## config.mk

```make
export PLATFORM = sky130hd
export DESIGN_NAME = rr_cm_dispatch
export DESIGN_NICKNAME = d
export VERILOG_FILES = /design/src/rtl/rrd_pkg.sv /design/src/rtl/rrd_fifo.sv /design/src/rtl/rrd_ptr.sv /design/src/rtl/rrd_credit.sv /design/src/rtl/rrd_arb.sv /design/src/rtl/rr_cm_dispatch.sv
export SDC_FILE = /design/constraint.sdc
export NUM_CORES = 1
export LEC_CHECK = 0
export BUFFER_PORTS_ARGS = -buffer_cell sky130_fd_sc_hd__buf_2
export CAP_MARGIN = 20
export CORE_MARGIN = 3
export CORE_UTILIZATION = 35
export DETAILED_ROUTE_END_ITERATION = 10
export SLEW_MARGIN = 20
export SYNTH_ARGS = -nofsm -noshare
export SYNTH_HDL_FRONTEND = slang
export SYNTH_SLANG_ARGS = --single-unit
```

## constraint.sdc

```tcl
create_clock -name clk -period 2.7 [get_ports clk]
set_input_delay 0.81 -clock clk [delete_from_list [all_inputs] [get_ports clk]]
set_output_delay 0.81 -clock clk [all_outputs]
set_load 0.02 [all_outputs]
```

## src/rtl/rrd_pkg.sv

```systemverilog
package rrd_pkg;
  // Increment with wrap for round-robin indices.
  function automatic int unsigned wrap_inc(input int unsigned v, input int unsigned lim);
    return (v + 1 >= lim) ? 0 : v + 1;
  endfunction
endpackage

```

## src/rtl/rrd_fifo.sv

```systemverilog
module rrd_fifo #(
  parameter int W     = 16,
  parameter int DEPTH = 4
) (
  input  logic         clk,
  input  logic         rst_n,
  input  logic         wr_en,
  input  logic [W-1:0] wr_data,
  input  logic         rd_en,
  output logic [W-1:0] rd_data,
  output logic         empty,
  output logic         full,
  output logic         ovf
);
  localparam int AW = (DEPTH > 1) ? $clog2(DEPTH) : 1;
  localparam int CW = $clog2(DEPTH + 1);

  logic [W-1:0]  mem [DEPTH];
  logic [AW-1:0] wptr, rptr;
  logic [CW-1:0] count;
  logic          wr_acc, rd_acc;

  assign empty  = (count == '0);
  assign full   = (count == CW'(DEPTH));
  assign wr_acc = wr_en && !full;
  assign rd_acc = rd_en && !empty;
  assign rd_data = mem[rptr];

  always_ff @(posedge clk) begin
    if (wr_acc) mem[wptr] <= wr_data;
  end

  always_ff @(posedge clk or negedge rst_n) begin
    if (!rst_n) begin
      wptr  <= '0;
      rptr  <= '0;
      count <= '0;
      ovf   <= 1'b0;
    end else begin
      ovf <= wr_en && full;
      if (wr_acc) wptr <= (wptr == AW'(DEPTH - 1)) ? '0 : wptr + 1'b1;
      if (rd_acc) rptr <= (rptr == AW'(DEPTH - 1)) ? '0 : rptr + 1'b1;
      case ({wr_acc, rd_acc})
        2'b10:   count <= count + 1'b1;
        2'b01:   count <= count - 1'b1;
        default: count <= count;
      endcase
    end
  end
endmodule

```

## src/rtl/rrd_ptr.sv

```systemverilog
module rrd_ptr #(
  parameter int LIM = 4,
  parameter int PW  = 2
) (
  input  logic          clk,
  input  logic          rst_n,
  input  logic          adv,
  output logic [PW-1:0] ptr
);
  always_ff @(posedge clk or negedge rst_n) begin
    if (!rst_n) ptr <= '0;
    else if (adv) ptr <= PW'(rrd_pkg::wrap_inc(int'(ptr), LIM));
  end
endmodule

```

## src/rtl/rrd_credit.sv

```systemverilog
module rrd_credit #(
  parameter int CREDITS = 2
) (
  input  logic clk,
  input  logic rst_n,
  input  logic take,
  input  logic give,
  output logic avail
);
  localparam int CW = $clog2(CREDITS + 1);
  logic [CW-1:0] cnt;

  assign avail = (cnt != '0);

  always_ff @(posedge clk or negedge rst_n) begin
    if (!rst_n) cnt <= CW'(CREDITS);
    else begin
      case ({take, give})
        2'b10:   cnt <= cnt - 1'b1;
        2'b01:   cnt <= (cnt == CW'(CREDITS)) ? cnt : cnt + 1'b1;
        default: cnt <= cnt;
      endcase
    end
  end
endmodule

```

## src/rtl/rrd_arb.sv

```systemverilog
module rrd_arb #(
  parameter int PORTS = 4,
  parameter int PW    = 2
) (
  input  logic [PORTS-1:0]    req,
  input  logic [PORTS*PW-1:0] tgt,
  input  logic [PORTS-1:0]    avail,
  output logic [PORTS-1:0]    grant,
  output logic [PORTS-1:0]    lsel_v,
  output logic [PORTS*PW-1:0] lsel_p
);
  // Per link: first requesting port in index order wins, if credit exists.
  always_comb begin
    grant  = '0;
    lsel_v = '0;
    lsel_p = '0;
    for (int c = 0; c < PORTS; c++) begin
      for (int p = 0; p < PORTS; p++) begin
        if (!lsel_v[c] && req[p] && avail[c] && (tgt[p*PW +: PW] == PW'(c))) begin
          lsel_v[c]           = 1'b1;
          lsel_p[c*PW +: PW]  = PW'(p);
          grant[p]            = 1'b1;
        end
      end
    end
  end
endmodule

```

## src/rtl/rr_cm_dispatch.sv

```systemverilog
module rr_cm_dispatch #(
  parameter int PORTS      = 4,
  parameter int PKT_W      = 16,
  parameter int FIFO_DEPTH = 4,
  parameter int CREDITS    = 2
) (
  input  logic                   clk,
  input  logic                   rst_n,
  input  logic [PORTS-1:0]       in_valid_i,
  input  logic [PORTS*PKT_W-1:0] in_data_i,
  output logic [PORTS-1:0]       in_ready_o,
  output logic [PORTS-1:0]       overflow_o,
  output logic [PORTS-1:0]       link_valid_o,
  output logic [PORTS*PKT_W-1:0] link_data_o,
  input  logic [PORTS-1:0]       credit_ret_i
);
  localparam int PW = (PORTS > 1) ? $clog2(PORTS) : 1;

  logic [PORTS-1:0]    port_empty, port_full, port_req, port_grant;
  logic [PORTS*PW-1:0] port_tgt;
  logic [PKT_W-1:0]    head [PORTS];
  logic [PORTS-1:0]    cm_avail, lsel_v;
  logic [PORTS*PW-1:0] lsel_p;

  for (genvar p = 0; p < PORTS; p++) begin : g_port
    rrd_fifo #(.W(PKT_W), .DEPTH(FIFO_DEPTH)) u_fifo (
      .clk     (clk),
      .rst_n   (rst_n),
      .wr_en   (in_valid_i[p]),
      .wr_data (in_data_i[p*PKT_W +: PKT_W]),
      .rd_en   (port_grant[p]),
      .rd_data (head[p]),
      .empty   (port_empty[p]),
      .full    (port_full[p]),
      .ovf     (overflow_o[p])
    );
    rrd_ptr #(.LIM(PORTS), .PW(PW)) u_ptr (
      .clk   (clk),
      .rst_n (rst_n),
      .adv   (port_grant[p]),
      .ptr   (port_tgt[p*PW +: PW])
    );
    assign port_req[p]   = !port_empty[p];
    assign in_ready_o[p] = !port_full[p];
  end

  for (genvar c = 0; c < PORTS; c++) begin : g_cm
    rrd_credit #(.CREDITS(CREDITS)) u_credit (
      .clk   (clk),
      .rst_n (rst_n),
      .take  (lsel_v[c]),
      .give  (credit_ret_i[c]),
      .avail (cm_avail[c])
    );
    always_ff @(posedge clk or negedge rst_n) begin
      if (!rst_n) begin
        link_valid_o[c]                <= 1'b0;
        link_data_o[c*PKT_W +: PKT_W]  <= '0;
      end else begin
        link_valid_o[c] <= lsel_v[c];
        if (lsel_v[c]) link_data_o[c*PKT_W +: PKT_W] <= head[lsel_p[c*PW +: PW]];
      end
    end
  end

  rrd_arb #(.PORTS(PORTS), .PW(PW)) u_arb (
    .req    (port_req),
    .tgt    (port_tgt),
    .avail  (cm_avail),
    .grant  (port_grant),
    .lsel_v (lsel_v),
    .lsel_p (lsel_p)
  );
endmodule

```

Word-level counts from Yosys, hierarchy flattened
Memory sizes are Yosys's and may differ from the RTL's. Cells that the tools add are included.

Memory bits (read-only): 0. Bits in writable memories: 256. Memories kept: 4. Input bits: 74. Bits in latches: 0. Bits in registers: 116. Word-level logic and storage cells: 311.

Memory list: g_port[0].u_fifo.mem (words 4, bits a word 16, read ports 1, clocked after Yosys merged registers in 0, wr ports 1, RTL line rrd_fifo.sv:18) `logic [W-1:0] mem [DEPTH];`; g_port[1].u_fifo.mem (words 4, bits a word 16, read ports 1, clocked after Yosys merged registers in 0, wr ports 1, RTL line rrd_fifo.sv:18); g_port[2].u_fifo.mem (words 4, bits a word 16, read ports 1, clocked after Yosys merged registers in 0, wr ports 1, RTL line rrd_fifo.sv:18); g_port[3].u_fifo.mem (words 4, bits a word 16, read ports 1, clocked after Yosys merged registers in 0, wr ports 1, RTL line rrd_fifo.sv:18).

Order comparisons: 8. Divide/modulo/power cells: 0. Add/subtract/negate cells: 28. Mux-type cells: 87. Shift operators: 0. Bitwise logic cells: 4. Eq/ne operators: 48. $mul: 0. Reductions and logical operators: 100.

Operators by type and width (count): $bmux W16 S2 (4); $mux W16 (8); $eq A2 B2 Y1 const B (28); $logic_and A1 B1 Y1 (56); $mux W2 (24); $mux W1 (43); $add A2 B1 Y2 const B (12); $eq A2 B1 Y1 const B (12); $ge A3 B3 Y1 const B (8); $pmux W3 S2 (4); $reduce_bool A2 Y1 (12); $logic_not A1 Y1 (20); $pmux W2 S2 (4); $add A2 B1 Y3 const B (4); $add A3 B1 Y3 const B (4); $eq A3 B3 Y1 const B (4); $logic_not A3 Y1 (4); $not A2 Y3 (4); $sub A3 B1 Y3 const B (4); $logic_not A2 Y1 (4); $ne A2 B2 Y1 const B (4); $reduce_and A2 Y1 (4); $sub A2 B1 Y2 const B (4).

Longest topological paths before layout
Gate-level depths: netlist of the first run.

Depth after elaboration: 26. Mapped depth: 14.

Cells and area by module
Synthesis of the first run repeated with hierarchy kept, for this count alone.

Cell total of the unflattened synthesis: 988. Area total of the unflattened synthesis: 17217.8 sq um.

Modules (own cells, without submodules): rrd_fifo (seq. area each 2122.0 sq um, instances 4, area each 2862.7 sq um, cells each 126); rr_cm_dispatch (seq. area each 1701.6 sq um, instances 1, area each 4624.4 sq um, cells each 372); rrd_credit (seq. area each 51.3 sq um, instances 4, area each 112.6 sq um, cells each 11); rrd_ptr (seq. area each 50.0 sq um, instances 4, area each 93.8 sq um, cells each 6); rrd_arb (seq. area each 0.0 sq um, instances 1, area each 316.6 sq um, cells each 44).

Worst setup path before layout of the first run
No wires, ideal clock.

Path type: register -> register. From: register g_cm[3].u_credit.cnt[0]. To: register g_port[3].u_fifo.count[2]. Data required time: 2.621 ns. Cell stages (with the launch flop): 14. Setup time: 0.079 ns. Setup slack: 0.062 ns. Data arrival time: 2.558 ns. Path through: dfrtp_1 > or2_2 > buf_2 > and3_1 > buf_4 > o32ai_2 > a221oi_4 > inv_1 > ha_1 > inv_1 > fa_1 > xor2_1 > nor2_1 > xor2_1.

Longest elaborated chain between the ends: 22. Elaborated cells between the ends (all ways): 24. Classes of those cells: eq/ne (2); mux (5); reduce/logical (17).

RTL lines: start, declared (RTL line rrd_credit.sv:11) `logic [CW-1:0] cnt;`; start signal, assigned (RTL line rrd_credit.sv:16) `if (!rst_n) cnt <= CW'(CREDITS);`; start signal, assigned (RTL line rrd_credit.sv:19) `2'b10: cnt <= cnt - 1'b1;`; start signal, assigned (RTL line rrd_credit.sv:20) `2'b01: cnt <= (cnt == CW'(CREDITS)) ? cnt : cnt + 1'b1;`; $reduce_bool A2 Y1 (*) (RTL line rrd_credit.sv:13) `assign avail = (cnt != '0);`; $logic_and A1 B1 Y1 (2 in series) (RTL line rrd_arb.sv:19) `if (!lsel_v[c] && req[p] && avail[c] && (tgt[p*PW +: PW] == PW'(c))) begin`; $mux W1 (RTL line rrd_arb.sv:19); $logic_not A1 Y1 (RTL line rrd_arb.sv:19); $logic_and A1 B1 Y1 (3 in series) (RTL line rrd_arb.sv:19); $mux W1 (RTL line rrd_arb.sv:19); $logic_not A1 Y1 (RTL line rrd_arb.sv:19); $logic_and A1 B1 Y1 (3 in series) (RTL line rrd_arb.sv:19); $mux W1 (RTL line rrd_arb.sv:19); $logic_not A1 Y1 (RTL line rrd_arb.sv:19); $logic_and A1 B1 Y1 (RTL line rrd_arb.sv:19); $logic_and A1 B1 Y1 (*) (2 in series) (RTL line rrd_arb.sv:19); $mux W1 (*) (RTL line rrd_arb.sv:19); $logic_and A1 B1 Y1 (*) (RTL line rrd_fifo.sv:26) `assign rd_acc = rd_en && !empty;`; net g_port[3].u_fifo.rd_acc (RTL line rrd_fifo.sv:21) `logic wr_acc, rd_acc;`; $eq A2 B1 Y1 / $eq A2 B2 Y1 (equally long branches) (RTL line rrd_fifo.sv:43) `case ({wr_acc, rd_acc})`; $pmux W3 S2 / $reduce_bool A2 Y1 (equally long branches); end signal, assigned (RTL line rrd_fifo.sv:44) `2'b10: count <= count + 1'b1;`; end signal, assigned (RTL line rrd_fifo.sv:45) `2'b01: count <= count - 1'b1;`; end signal, assigned (RTL line rrd_fifo.sv:46) `default: count <= count;`; end, declared (RTL line rrd_fifo.sv:20) `logic [CW-1:0] count;`.

Mark *: on every way through the listed nets, which the timed path passes. The rest lies on a longest branch. A chain may end at the register's enable or synchronous reset.

Worst setup path after layout of the first run
From: register g_port[0].u_fifo.count[1]. To: register g_port[3].u_fifo.count[2].

Longest elaborated chain between the ends: 26. Elaborated cells between the ends (all ways): 79. Classes of those cells: eq/ne (2); mux (17); reduce/logical (60).

RTL lines: start, declared (RTL line rrd_fifo.sv:20); start signal, assigned (RTL line rrd_fifo.sv:44); start signal, assigned (RTL line rrd_fifo.sv:45); start signal, assigned (RTL line rrd_fifo.sv:46); $logic_not A3 Y1 (*) (RTL line rrd_fifo.sv:23) `assign empty = (count == '0);`; $logic_not A1 Y1 (*) (RTL line rr_cm_dispatch.sv:43) `assign port_req[p] = !port_empty[p];`; $logic_and A1 B1 Y1 (2 in series) (RTL line rrd_arb.sv:19); $mux W1 (RTL line rrd_arb.sv:19); $logic_not A1 Y1 (RTL line rrd_arb.sv:19); $logic_and A1 B1 Y1 (3 in series) (RTL line rrd_arb.sv:19); $mux W1 (RTL line rrd_arb.sv:19); $logic_not A1 Y1 (RTL line rrd_arb.sv:19); (+4 left out); $logic_not A1 Y1 (RTL line rrd_arb.sv:19); $logic_and A1 B1 Y1 (3 in series) (RTL line rrd_arb.sv:19); $mux W1 (3 in series) (RTL line rrd_arb.sv:19); $mux W1 (*) (RTL line rrd_arb.sv:19); $logic_and A1 B1 Y1 (*) (RTL line rrd_fifo.sv:26); net g_port[3].u_fifo.rd_acc (RTL line rrd_fifo.sv:21); $eq A2 B1 Y1 / $eq A2 B2 Y1 (equally long branches) (RTL line rrd_fifo.sv:43); $pmux W3 S2 / $reduce_bool A2 Y1 (equally long branches).

Marks and branches as above.

==> impl_metrics.yaml, run 1 <==
status:
  status: "finished, final reports clean"
clocking:
  tritoncts: "yes"
  clockRootBuffer: "clkbuf_16"
  clk_pin_slew_ps: 60
  clock-sinks: 372
  htree_levels: 2
  cts_buffer_depth: 3
  numCtsBuffers: 42
  clock_latency_ps: 580
logic_synthesis:
  yosysSeqAreaShare: 0.659
  synth_fp_nets: 1115
  synthTopCellsByArea: "edfxtp_1, dfrtp_1, mux4_2"
  ys_ff_latch: 372
  synthTopCellsByCount: "edfxtp_1, dfrtp_1, o21ai_0"
  syn_area_per_cell_sq_um: 16.1
  syn_inst: 997
  synth_top_area_cell: "edfxtp_1"
  synth_cell_types: 52
  yosys_warnings: 0
  yosysMostFrequentCell: "edfxtp_1"
  synth_edf_count: 256
  synth_area_sq_um: 16100
  synthFlopType: "edfxtp_1"
  synth.top_cell.area_share: 0.478
  async_flop_share: 0.312
routing:
  detail_route.vias_per_cell: 5.47
  antenna_left: 0
  firstDrtPassIters: 8
  drt_wl_total_mm: 44.4
  wl_per_cell_um: 24.1
  vias: 10100
  drc: 0
  drt_iter0_markers: 1331
global_route:
  grt_overflow: 0
  grt_start_max_net_pins: 114
  grt_pass1_vias: 10000
  grt_pass1_wl_mm: 64.8
  antenna_found_initial: 2
  track_usage: 0.182
critical_path:
  crit_arrival_ps: 3140
  reg2reg_slack_ps: 60
  crit_path_end_kind: "flop"
  critical_path.max_fanout: 4
  start_kind: "flop"
  crit_required_ps: 3200
  criticalPathCategory: "flop to flop"
timing:
  final.setup.tns_ps: 0
  worst_slew_pin_slew_ps: 841
  hold_ws_ps: 49.9
  hold_violations: 0
  period_share: 0.977
  fin_skew_ps: 32.6
  rsz0062_at_grt: "false"
  setup_violations: 0
  relSlewSlack: 0.439
  fmax_mhz: 379
  slew_violations: 0
  fin_crit_ps: 2640
layout:
  drive_above_1_share: 0.331
  nNetsFinal: 1331
  stdcell_area_sq_um: 19300
  syn_to_final_growth_pct: 20.0
  final_cells: 1839
  nFillCells: 4053
place:
  dp.cells: 1758
  portBuffers: 149
  postPlaceCellArea_sq_um: 17900
  dp_hpwl_mm: 31.3
  gp_congestion: 0.879
job:
  cap_violations: 0
floorplanning:
  rows: 77
  coreArea_sq_um: 44800
  start_util: 0.359
  dieWidth_um: 220
  num_io_pins: 150
  die-area_sq_um: 48500
  fp.dieH_um: 220
worst_hold_path:
  hp-class: "input pin to asynchronous set/reset pin"
power:
  totalPowerFinal_mw: 27.8
  leakagePower_nw: 7.36
  vdd_ir_drop_max_mv: 0.604
  p_per_area_nw_per_um2: 1440
[sequential cells by signal (all words and copies together), names as in the netlist]
signal	count
g_port.u_ptr.ptr	8
g_cm.u_credit.cnt	8
g_port.u_fifo.count	12
g_port.u_fifo.ovf	4
g_port.u_fifo.mem	256
link_data_o	64
g_port.u_fifo.wptr	8
g_port.u_fifo.rptr	8
link_valid_o	4
[path summary, 6_finish.rpt]
path / from / to / depth (start not counted)
worst max-delay path: g_port[0].u_fifo.count[1] / g_port[3].u_fifo.count[2] / 11
worst min-delay path: rst_n / g_port[1].u_fifo.wptr[1] / 1
worst max register to register: g_port[0].u_fifo.count[1] / g_port[3].u_fifo.count[2] / 11
worst min register to register: g_cm[3].u_credit.cnt[1] / g_cm[3].u_credit.cnt[1] / 1
max in group asynchronous: rst_n / g_port[3].u_fifo.wptr[0] / 2
min in group clk: in_data_i[46] / g_port[2].u_fifo.mem[0][14] / 1
[power breakdown]
group | leakage [nW] | switching [mW] | internal (mW)
registers | 3.74 | 1.12 | 7.99
clock network | 0.672 | 2.36 | 3.29
logic | 2.95 | 7.73 | 5.31
total | 7.36 | 11.2 | 16.6
[through the flow]
step | setup slack, ps | util
2_1_floorplan | 62.4 | -
3_3_place_gp | 105 | 0.399
3_5_place_dp | 76.1 | 0.399
4_1_cts | 40.9 | 0.429
5_1_grt | 1.16 | 0.431
6_report | 62.4 | 0.431
[cell type report]
cell class                      instances  area (sq um)  area share
Clock buffer                           48          1070      0.0557
Timing Repair Buffer                  231          1390      0.0722
Clock inverter                         29           299      0.0155
Tap cell                              592           741      0.0384
Inverter                               43           161     0.00837
Multi-Input combinational cell        523          5020       0.260
Sequential cell                       372         10600       0.549
Antenna cell                            1          2.50    0.000130
[cell usage in the layout, fill, tap and decap left out, types with 39 or more instances in the layout]
cell type and count:
ha_1 39, edfxtp_1 256, clkbuf_16 42, buf_4 80, o21ai_0 61, inv_1 42
buf_2 148, a22oi_1 47, mux4_2 64, a222oi_1 46, dfrtp_1 112
[timing repair]
item,4_1_cts,5_1_grt
buffers inserted,0,3
hold buffers,0,0
resized for setup,0,15
endpoints found under the setup margin,0,9
[worst max-delay path: stages, from the launching register on]
cell and delay, ps:
dfrtp_1 370, or3_1 430, and3_2 270, o32ai_2 340, a221oi_4 70, inv_1 70, ha_1 180, inv_1 60
fa_1 370, xor2_1 150, nor2_1 120, xor2_1 160
[cell families (layout without fill, tap and decap cells)]
group           count (synthesis)  in the layout  share of synthesized area
flops                         372            372                      0.659
compound gates                220            220                      0.106
simple gates                  147            147                     0.0489
buf+inv                       102            351                     0.0297
mux                            94             94                      0.110
fa+ha+maj                      44             44                     0.0361
xor+xnor                       18             18                    0.00981
other cells                     0              1                          0
[layer usage]
metal / share of wire / global-route usage
met5: 0.00047 / 0
met4: 0.034 / 0.0622
met3: 0.079 / 0.0467
met2: 0.47 / 0.290
met1: 0.42 / 0.244
No activity file was read; power rests on OpenSTA's default activity.
==> inputs of run 2 (changes only) <==
Settings changed: BUFFER_PORTS_ARGS -buffer_cell sky130_fd_sc_hd__buf_2 to not set, CTS_CLUSTER_SIZE set to 16, DONT_BUFFER_PORTS set to 1.
==> impl_metrics.yaml, run 2 (synthesis results as in run 1) <==
critical_path:
  criticalPathCategory: "flop to flop"
  crit_required_ps: 3170
  crit_arrival_ps: 3040
  critical_path.max_fanout: 4
  reg2reg_from: "g_port[0].u_fifo.count[1]"
  cpPeakStageDelay_ps: 420
  crit_slowest_cell: "or3_1"
  crit_path_end_kind: "flop"
  crit_chain: "or3_1, and3_2, o32ai_4, a221oi_4, inv_1, ha_2, inv_1, fa_1, xor2_1, nor2_1, xor2_1"
  start_kind: "flop"
  startpoint: "g_port[0].u_fifo.count[1]"
timing:
  fmax_mhz: 389
  worst_slew_pin_slew_ps: 913
  hold_ws_ps: -33.6
  worst_slack_ps: 130
  slew_violations: 0
  hold_violations: 94
  fin_crit_ps: 2570
  period_share: 0.952
  relSlewSlack: 0.392
  fin_skew_ps: 36.7
  setup_violations: 0
routing:
  detail_route.vias_per_cell: 5.58
  drt_wl_total_mm: 43.9
  drt_iter0_markers: 1241
  drc: 0
  wl_per_cell_um: 25.9
  firstDrtPassIters: 8
  antenna_left: 0
  vias: 9432
power:
  clockPowerShare: 0.199
  totalPowerFinal_mw: 27.1
  vdd_ir_drop_max_mv: 0.589
  power_frac_seq: 0.365
  power_switching_mw: 10.9
  switching_share: 0.402
  p_per_area_nw_per_um2: 1460
  internal_power_mw: 16.2
  leakagePower_nw: 6.74
  p_comb_frac: 0.435
status:
  status: "complete, but fails checks"
  failed_checks: "negative hold slack"
global_route:
  grt_pass1_wl_mm: 64.4
  grt_pass1_vias: 9500
  grt_start_max_net_pins: 117
  track_usage: 0.182
  antenna_found_initial: 0
  grt_overflow: 0
clocking:
  htree_levels: 2
  cts_buffer_depth: 3
  clock-sinks: 372
  clockRootBuffer: "clkbuf_16"
  numCtsBuffers: 40
  tritoncts: "yes"
  clock_latency_ps: 570
  clk_pin_slew_ps: 60
layout:
  largestRegisters: "g_port.u_fifo.mem (256), link_data_o (64), g_port.u_fifo.count (12)"
  post-route-util: 0.414
  nNetsFinal: 1186
  syn_to_final_growth_pct: 15.3
  n_antenna_cell: 0
  stdcell_area_sq_um: 18500
  largest_reg_flops: 256
  drive_above_1_share: 0.246
  regMostFlops: "g_port.u_fifo.mem"
  final_common_cell: "edfxtp_1"
  nFillCells: 4012
  layout_common_cells: "edfxtp_1, dfrtp_1, buf_4, mux4_2, o21ai_0"
place:
  dp_hpwl_mm: 31.2
  portBuffers: 0
  dp_slack_ps: 87.1
  gp_congestion: 0.852
  postPlaceCellArea_sq_um: 17100
floorplanning:
  coreArea_sq_um: 44800
  die-area_sq_um: 48500
  num_io_pins: 150
  dieWidth_um: 220
  start_util: 0.359
  rows: 77
  fp.dieH_um: 220
worst_hold_path:
  hp-class: "input pin to asynchronous set/reset pin"
job:
  cap_violations: 0
[run 2: cell count changes in the layout (fill, tap and decap cells not counted), moves of 4 or more]
cell      delta
buf_2      -148
buf_4        +7
clkbuf_1     +7
clkbuf_8     +6
clkinv_1     -4
clkinv_2     -7
[run 2: per-layer routing]
| layer | GRT usage | share of wire | wire length, um |
|---|---|---|---|
| met5 | 0 | 0 | 0 |
| met4 | 0.0665 | 0.031 | 1370 |
| met3 | 0.0611 | 0.10 | 4480 |
| met2 | 0.292 | 0.48 | 21000 |
| met1 | 0.232 | 0.39 | 17000 |
[run 2: layout make-up]
| class | instances | area, sq um | share of cell area |
|---|---|---|---|
| Multi-Input combinational cell | 523 | 5060 | 0.273 |
| Tap cell | 592 | 741 | 0.0400 |
| Timing Repair Buffer | 88 | 664 | 0.0359 |
| Clock buffer | 59 | 1130 | 0.0611 |
| Sequential cell | 372 | 10600 | 0.572 |
| Clock inverter | 14 | 168 | 0.00905 |
| Inverter | 43 | 161 | 0.00871 |
[run 2: repair_timing]
action | in CTS | in global routing
hold endpoints to repair | 112 | 112
endpoints found under the setup margin | 0 | 6
setup buffers | 0 | 6
gates resized for setup | 0 | 18
[run 2: path summary, 6_finish.rpt]
path	slack, ps	depth (start not counted)	end
setup / recovery	130	11	g_port[3].u_fifo.count[2]
hold / removal	-30	0	g_port[3].u_ptr.ptr[1]
setup reg to reg	130	11	g_port[3].u_fifo.count[2]
hold reg to reg	480	1	g_cm[3].u_credit.cnt[1]
max in group asynchronous	2460	0	g_cm[0].u_credit.cnt[1]
min in group clk	340	0	g_port[3].u_fifo.mem[1][13]
[run 2: critical path: cells and delay by family (launching register included)]
| family | cells | cell delay [ps] |
|---|---|---|
| simple gates | 3 | 820 |
| fa+ha+maj | 2 | 540 |
| flops | 1 | 370 |
| compound gates | 2 | 370 |
| xor+xnor | 2 | 290 |
| buf+inv | 2 | 120 |
[run 2: stage by stage]
step / setup TNS [ps] / cells
4_1_cts: 0 / 1685
3_3_place_gp: 0 / 1612
3_5_place_dp: 0 / 1612
6_report: 0 / 1691
2_1_floorplan: 0 / 997
5_1_grt: -9.90 / 1691
[run 2: power groups by stage]
stage	combinational, mW	clock (mW)	sequential, mW
after global routing	12.8	5.76	10.1
after floorplan	7.92	0	9.33
after CTS	11.6	5.55	9.95
after global placement	11.4	0	9.99
after detailed placement	11.6	0	10.1
final	11.8	5.41	9.91
